<file path="config.mk">
export PLATFORM = sky130hd
export DESIGN_NAME = pci_window_decoder
export DESIGN_NICKNAME = d
export VERILOG_FILES = /design/src/rtl/pwd_pkg.sv /design/src/rtl/pwd_out_decode.sv /design/src/rtl/pwd_in_decode.sv /design/src/rtl/pci_window_decoder.sv
export SDC_FILE = /design/constraint.sdc
export NUM_CORES = 1
export LEC_CHECK = 0
export ABC_AREA = 0
export CORE_MARGIN = 1
export CORE_UTILIZATION = 22
export CTS_BUF_LIST = sky130_fd_sc_hd__clkbuf_4 sky130_fd_sc_hd__clkbuf_8
export CTS_CLUSTER_DIAMETER = 50
export DETAILED_ROUTE_END_ITERATION = 10
export PLACE_DENSITY = 0.88
export RECOVER_POWER = 25
export REMOVE_ABC_BUFFERS = 1
export SYNTH_ARGS = -nofsm -noshare
export SYNTH_HDL_FRONTEND = slang
export SYNTH_SLANG_ARGS = --single-unit
</file>
<file path="constraint.sdc">
create_clock -name clk -period 1.4 [get_ports clk]
set_clock_uncertainty 0.15 [all_clocks]
set_input_delay 0.14 -clock clk [delete_from_list [all_inputs] [get_ports clk]]
set_output_delay 0.14 -clock clk [all_outputs]
set_load 0.02 [all_outputs]
</file>
<file path="src/rtl/pwd_pkg.sv">
package pwd_pkg;
  typedef enum logic [1:0] {
    DST_NONE = 2'd0,
    DST_SYS  = 2'd1,
    DST_PCI  = 2'd2,
    DST_CPU  = 2'd3
  } dest_e;

  localparam int unsigned SWITCH_W = 2;
endpackage

</file>
<file path="src/rtl/pwd_out_decode.sv">
module pwd_out_decode #(
  parameter int unsigned ADDR_W   = 32,
  parameter logic [ADDR_W-1:0] WIN_BASE = 32'hF000_0000,
  parameter int unsigned CHUNK_LG = 23,
  parameter int unsigned NCHUNK   = 32,
  parameter logic [1:0]  SW_ON    = 2'b01,
  localparam int unsigned IDX_W   = $clog2(NCHUNK)
) (
  input  logic [ADDR_W-1:0] addr,
  input  logic [NCHUNK-1:0] en,
  input  logic [1:0]        sw,
  output logic              hit,
  output logic [IDX_W-1:0]  idx
);
  // usable enables: end chunks forced off
  logic [NCHUNK-1:0] en_usable;
  genvar g;
  generate
    for (g = 0; g < NCHUNK; g++) begin : g_mask
      if (g == 0 || g == NCHUNK - 1) begin : g_rsv
        assign en_usable[g] = 1'b0;
      end else begin : g_open
        assign en_usable[g] = en[g];
      end
    end
  endgenerate

  function automatic logic [ADDR_W:0] offset_of(input logic [ADDR_W-1:0] a);
    return {1'b0, a} - {1'b0, WIN_BASE};
  endfunction

  function automatic logic inside_region(input logic [ADDR_W:0] off);
    return !off[ADDR_W] && ((off[ADDR_W-1:0] >> CHUNK_LG) < ADDR_W'(NCHUNK));
  endfunction

  logic [ADDR_W:0] off;
  logic            in_reg;
  logic            sw_on;

  assign off    = offset_of(addr);
  assign in_reg = inside_region(off);
  assign sw_on  = (sw == SW_ON);
  assign idx    = IDX_W'(off[ADDR_W-1:0] >> CHUNK_LG);
  assign hit    = sw_on && in_reg && en_usable[idx];
endmodule

</file>
<file path="src/rtl/pwd_in_decode.sv">
module pwd_in_decode
  import pwd_pkg::*;
#(
  parameter int unsigned ADDR_W   = 32,
  parameter logic [ADDR_W-1:0] WIN_BASE = 32'hF000_0000,
  parameter int unsigned CHUNK_LG = 23,
  parameter int unsigned NCHUNK   = 32,
  parameter logic [ADDR_W-1:0] CPU_LO = 32'hFFF0_0000,
  parameter logic [ADDR_W-1:0] CPU_HI = 32'hFFFF_EFFF
) (
  input  logic [ADDR_W-1:0] addr,
  output dest_e             dest
);
  localparam logic [ADDR_W:0] CHUNK   = (ADDR_W+1)'(1) << CHUNK_LG;
  localparam logic [ADDR_W:0] SYS_END = {1'b0, WIN_BASE} + CHUNK;
  localparam logic [ADDR_W:0] PCI_END = SYS_END + CHUNK * (ADDR_W+1)'(NCHUNK - 2);

  function automatic dest_e classify(input logic [ADDR_W-1:0] a);
    logic [ADDR_W:0] w;
    w = {1'b0, a};
    if (w < SYS_END)                    return DST_SYS;
    else if (w < PCI_END)               return DST_PCI;
    else if (a >= CPU_LO && a <= CPU_HI) return DST_CPU;
    else                                return DST_NONE;
  endfunction

  assign dest = classify(addr);
endmodule

</file>
<file path="src/rtl/pci_window_decoder.sv">
module pci_window_decoder
  import pwd_pkg::*;
#(
  parameter int unsigned ADDR_W   = 32,
  parameter logic [ADDR_W-1:0] WIN_BASE = 32'hF000_0000,
  parameter int unsigned CHUNK_LG = 23,
  parameter int unsigned NCHUNK   = 32,
  parameter int unsigned SW_LSB   = 7,
  parameter logic [1:0]  SW_ON    = 2'b01,
  parameter logic [ADDR_W-1:0] CPU_LO = 32'hFFF0_0000,
  parameter logic [ADDR_W-1:0] CPU_HI = 32'hFFFF_EFFF,
  localparam int unsigned IDX_W   = $clog2(NCHUNK)
) (
  input  logic              clk,
  input  logic              rst_n,
  input  logic              cpu_vld,
  input  logic [ADDR_W-1:0] cpu_addr,
  input  logic [NCHUNK-1:0] win_en,
  input  logic [ADDR_W-1:0] ctrl,
  input  logic              bm_vld,
  input  logic [ADDR_W-1:0] bm_addr,
  output logic              fwd_vld,
  output logic              fwd_hit,
  output logic [IDX_W-1:0]  fwd_chunk,
  output logic              in_vld,
  output logic [1:0]        in_dest
);
  logic [SWITCH_W-1:0] sw_field;
  logic                ctl_unused;
  logic                out_hit_c;
  logic [IDX_W-1:0]    out_idx_c;
  dest_e               in_dest_c;

  assign sw_field   = ctrl[SW_LSB +: SWITCH_W];
  assign ctl_unused = ^{ctrl[ADDR_W-1:SW_LSB+SWITCH_W], ctrl[SW_LSB-1:0]};

  pwd_out_decode #(
    .ADDR_W(ADDR_W), .WIN_BASE(WIN_BASE), .CHUNK_LG(CHUNK_LG),
    .NCHUNK(NCHUNK), .SW_ON(SW_ON)
  ) u_out (
    .addr(cpu_addr), .en(win_en), .sw(sw_field),
    .hit(out_hit_c), .idx(out_idx_c)
  );

  pwd_in_decode #(
    .ADDR_W(ADDR_W), .WIN_BASE(WIN_BASE), .CHUNK_LG(CHUNK_LG),
    .NCHUNK(NCHUNK), .CPU_LO(CPU_LO), .CPU_HI(CPU_HI)
  ) u_in (
    .addr(bm_addr), .dest(in_dest_c)
  );

  always_ff @(posedge clk or negedge rst_n) begin
    if (!rst_n) begin
      fwd_vld   <= 1'b0;
      fwd_hit   <= 1'b0;
      fwd_chunk <= '0;
    end else begin
      fwd_vld <= cpu_vld;
      if (cpu_vld) begin
        fwd_hit   <= out_hit_c;
        fwd_chunk <= out_hit_c ? out_idx_c : '0;
      end
    end
  end

  always_ff @(posedge clk or negedge rst_n) begin
    if (!rst_n) begin
      in_vld  <= 1'b0;
      in_dest <= DST_NONE;
    end else begin
      in_vld <= bm_vld;
      if (bm_vld) in_dest <= in_dest_c;
    end
  end
endmodule

</file>
* Yosys cells after proc, flatten, opt, wreduce, memory -nomap -nowiden
Index checks and enable logic that the tools add are counted.
** Word-level totals
- Register bits after elaboration :: 10
- Input bits :: 132
- Output and inout bits :: 10
- Word-level logic and storage cells :: 24
** Operators by class
- Add/subtract/negate cells :: 1
- $lt $le $gt $ge :: 6
- Eq/ne operators :: 1
- Multiplexer cells :: 6
- Reduce and logical (&&, ||, !) cells :: 5
** Operators with widths (number)
- < comparator 32 bit (second input constant) :: 2
- subtractor 32 x 32 -> 33 bit (second input constant) :: 1
- greater-or-equal comparator 32 bit (second input constant) :: 1
- less-or-equal comparator 32 bit (second input constant) :: 1
- < comparator 9 x 6 -> 1 bit (second input constant) :: 1
- < comparator 5 x 6 -> 1 bit (second input constant) :: 1
- two-way mux 2 bit :: 3
- binary-select mux 1 bit (select 5 bit) :: 1
- two-way mux 5 bit :: 1
- logical AND 1 bit :: 4
- == test 2 x 1 -> 1 bit (second input constant) :: 1
- logical NOT 1 bit :: 1
- two-way mux 1 bit :: 1

* Longest topological paths before layout
Gate-level depths: netlist of run 1.
- Depth after elaboration :: 6
- Gate-level depth with buffers :: 6
- Mapped depth without buffers :: 5

* Cells and area by module
Synthesis of run 1 repeated with hierarchy kept, for this count alone.
** Unflattened totals
- Cells, all modules :: 70
- Area, all modules :: 773.2 µm²
** Modules (own cells, without submodules)
- pci_window_decoder :: times used 1, cells each 29, area each 364.1 µm², sequential area each 250.2 µm²
- pwd_out_decode :: times used 1, cells each 31, area each 334.1 µm², sequential area each 0.0 µm²
- pwd_in_decode :: times used 1, cells each 10, area each 75.1 µm², sequential area each 0.0 µm²

* Worst setup path after synthesis of run 1
OpenSTA, ideal clock, no wires.
- Path kind :: input -> register
- Start point :: input port cpu_addr[24]
- End point :: register fwd_chunk[4]
- Library setup time :: 0.121 ns
- Arrival time :: 1.412 ns
- Data required time :: 1.129 ns
- Path slack :: -0.283 ns
- Cell stages on the path :: 6
- Path buffers :: 1
- Path through :: buf_4 > mux2_2 > a221oi_1 > o31ai_1 > o21ba_2 > a22o_1
** Between the ends
- Longest elaborated chain between the ends :: 6
- Elaborated cells between the ends (all ways) :: 9
- Classes of those cells :: add/sub: 1; order compare: 1; mux: 3; reduce/logical: 4
** Ends and longest elaborated chain
- start, declared :: line pci_window_decoder.sv:17 : input logic [ADDR_W-1:0] cpu_addr,
- subtractor 32 x 32 -> 33 bit (*) :: line pwd_out_decode.sv:29 : return {1'b0, a} - {1'b0, WIN_BASE};
- < comparator 9 x 6 -> 1 bit / logical NOT 1 bit (equally long branches) :: line pwd_out_decode.sv:33 : return !off[ADDR_W] && ((off[ADDR_W-1:0] >> CHUNK_LG) < ADDR_W'(NCHUNK));
- logical AND 1 bit :: line pwd_out_decode.sv:33
- logical AND 1 bit (2 in a row) :: line pwd_out_decode.sv:44 : assign hit = sw_on && in_reg && en_usable[idx];
- two-way mux 5 bit (*) :: line pci_window_decoder.sv:61 : fwd_chunk <= out_hit_c ? out_idx_c : '0;
- end signal, assigned :: line pci_window_decoder.sv:61
- end, declared :: line pci_window_decoder.sv:24 : output logic [IDX_W-1:0] fwd_chunk,
Mark *: on every way between the ends. The rest lies on a longest branch, timed or not. The select of a mux whose other input is x is not followed.
A chain may end at the register's enable or synchronous reset.

* Final worst setup path of run 1
- Start point :: input port cpu_addr[25]
- End point :: register fwd_hit
** Between the ends
- Longest elaborated chain between the ends :: 5
- Elaborated cells between the ends (all ways) :: 8
- Classes of those cells :: add/sub: 1; order compare: 1; mux: 2; reduce/logical: 4
** Ends and longest elaborated chain
- subtractor 32 x 32 -> 33 bit (*) :: line pwd_out_decode.sv:29
- < comparator 9 x 6 -> 1 bit / logical NOT 1 bit (equally long branches) :: line pwd_out_decode.sv:33
- logical AND 1 bit :: line pwd_out_decode.sv:33
- logical AND 1 bit :: line pwd_out_decode.sv:44
- logical AND 1 bit (*) :: line pwd_out_decode.sv:44
- end signal, assigned :: line pci_window_decoder.sv:60 : fwd_hit <= out_hit_c;
- end, declared :: line pci_window_decoder.sv:23 : output logic fwd_hit,
Marks and branches as above.

==> impl_metrics.ini, run 1 <==
[outcome]
status = finished, violations left
violations = setup timing

[global_route]
grt_max_degree = 11
grt_antenna_before_repair = 0
grt_overflow = 0
grt_usage = 0.1588
grt_pass1_wl_mm = 4.340
first_global_vias = 1010

[sta]
min_period_ps = 1468
setup_violations = 6
period_share = 1.048
rsz0062_at_grt = true
max_freq_ghz = 0.6814
slew_violations = 0
max-slew-margin-rel = 0.7082
setup_tns_ps = -214.0
setup_slack_ps = -67.61
tightest_slew_ps = 436.2
hold_slack_ps = 106.6
hold_violations = 0

[synth]
synth-edff-count = 0
async_flop_share = 1.000
syn_inst = 75
netlist_area_um2 = 773.2
yosys_warnings = 0
ys_top_cells_by_area = dfrtp_1 (32%), mux2i_1 (10%), mux4_1 (6.8%)
synth_top_area_share = 0.3236
synth_top_cell_by_area = dfrtp_1
syn_avg_cell_area_um2 = 10.31
synth_ff_type = dfrtp_1
synth_cell_types = 35
synth_seq_area_share = 0.3236
ys_ff_latch = 10

[placed_design]
post-place-ws_ps = -812.4
place_area_mm2 = 0.001675
hpwl_mm = 2.240
io_buffers = 74
gp_congestion = 0.7518

[clock_network]
cts_htree_levels = 1
ctsLongestPathBuffers = 2
clk_pin_slew_ps = 70
cts_root_buf = clkbuf_4
cts_tree = yes
ctsHoldBuffers = 0
cts_buffers = 3
clk_latency_ps = 260
cts.sinks = 10

[routing]
firstDrtPassIters = 4
antenna_left = 0
drc_errors = 0
via_per_inst = 4.606
wire_per_inst_um = 13.61
via_count = 995
drtIter0Drc = 24
routed_wl_mm = 2.939

[layout]
final_area_mm2 = 0.001867
final_core_util = 0.5551
layout_common_cells = dlygate4sd2_1 (29), clkdlybuf4s50_1 (25), buf_4 (15)
area_growth_pct = 141.4
final_common_cell = dlygate4sd2_1
drive_gt1_frac = 0.2941
nets = 303
diodes = 0

[worst_setup_path]
cp_max_fo = 9
r2r_slack_ps = 500
cp-startpoint = cpu_addr[25]
rr_worst_depth = 1
crit_end = fwd_hit
rr_startpoint = fwd_chunk[4]
crit_type = in2reg
crit_path_start_kind = primary input
setup.worst_path.end_class = flip-flop
crit_required_ps = 1380
r2r_end = fwd_chunk[4]
cp.arrival_ps = 1440

[power]
powerDensity_mw_per_mm2 = 503.9
max-vdd-ir-drop_mv = 0.2017
leakage_uw = 0.0008851

[floorplanning]
core-area_mm2 = 0.003363
die-area_mm2 = 0.003756
io_pins = 142
num_rows = 21
die_h_um = 61.29
initial_core_util = 0.2299
die_w_um = 61.29

[min_path]
min_path_type = in2async

[run]
max-cap-violations = 0
==> critical path: stages <==
cell and delay [ps]:
buf_6 70, buf_6 140, mux2i_1 200, o21ai_1 70, o211a_1 250, o31ai_4 410
o32ai_2 150
==> flip-flops by register name, indices dropped and copies added, names as in the netlist <==
signal and flops:
fwd_hit 1, fwd_vld 1, in_dest 2, fwd_chunk 5, in_vld 1
==> cells in the mapped netlist (2+ instances only) <==
library cell and instances:
nand4_1 2, nor2b_1 2, inv_1 6, o31ai_1 4, and4_1 3, nor2_1 5
nand2_1 5, nand3_1 2, o32ai_1 2, dfrtp_1 10, mux4_1 2, mux2_2 2
mux2i_1 8
==> area by class of cell <==
type | count | area (µm²)
clock buffer | 4 | 36.28
timing repair buffer | 94 | 880.8
inverter | 6 | 30.03
fill | 324 | 1496
tap | 46 | 57.56
multi-input combinational | 56 | 611.8
sequential | 10 | 250.2
==> metal layers <==
layer  vias to the layer above  share of wire  GRT usage
li1                        486              -          -
met1                       459           0.34     0.1495
met2                        42           0.57     0.3168
met3                         8          0.062    0.04202
met4                         0          0.027    0.06818
met5                         -              0          0
==> through the flow <==
step                instances  power [µW]
floorplan                  72       386.6
global placement          209       644.0
detailed placement        209       651.4
CTS                       213       921.7
global route              216       985.7
finish                    216       940.6
==> cell families (layout without fill, tap and decap cells) <==
family	Yosys count	count (layout)	synth area share
AND/OR/NAND/NOR	24	24	0.1812
flip-flops	10	10	0.3236
buffers and inverters	9	104	0.05986
multiplexers	13	13	0.2298
AO/OA/AOI/OAI	19	19	0.2055
==> power breakdown <==
part	switching, µW	internal, µW	total, µW
logic	146	246	393
clock network	93.1	158	251
registers	2.25	295	297
==> how the worst min path moves through the flow <==
stage,startpoint,to,slack [ps],cells after the start
final,rst_n,fwd_chunk[0],110,1
after global routing,rst_n,in_vld,130,1
after CTS,rst_n,fwd_chunk[0],50,1
after detailed placement,rst_n,fwd_chunk[0],320,1
after global placement,rst_n,fwd_vld,320,1
after floorplan,rst_n,fwd_chunk[0],-310,0
==> what timing repair did <==
action / in CTS / in global routing
cloned: 0 / 0
pin swaps: 15 / 12
resized for setup: 87 / 27
endpoints found under the setup margin: 18 / 6
buffers inserted: 0 / 3
(Power assumes the default switching activity.)
==> inputs of run 2 (changes only) <==
- CTS_CLUSTER_SIZE: not set -> 40
==> results of run 2 <==
No change in the layout: final DEF, timing and power equal those of run 1.
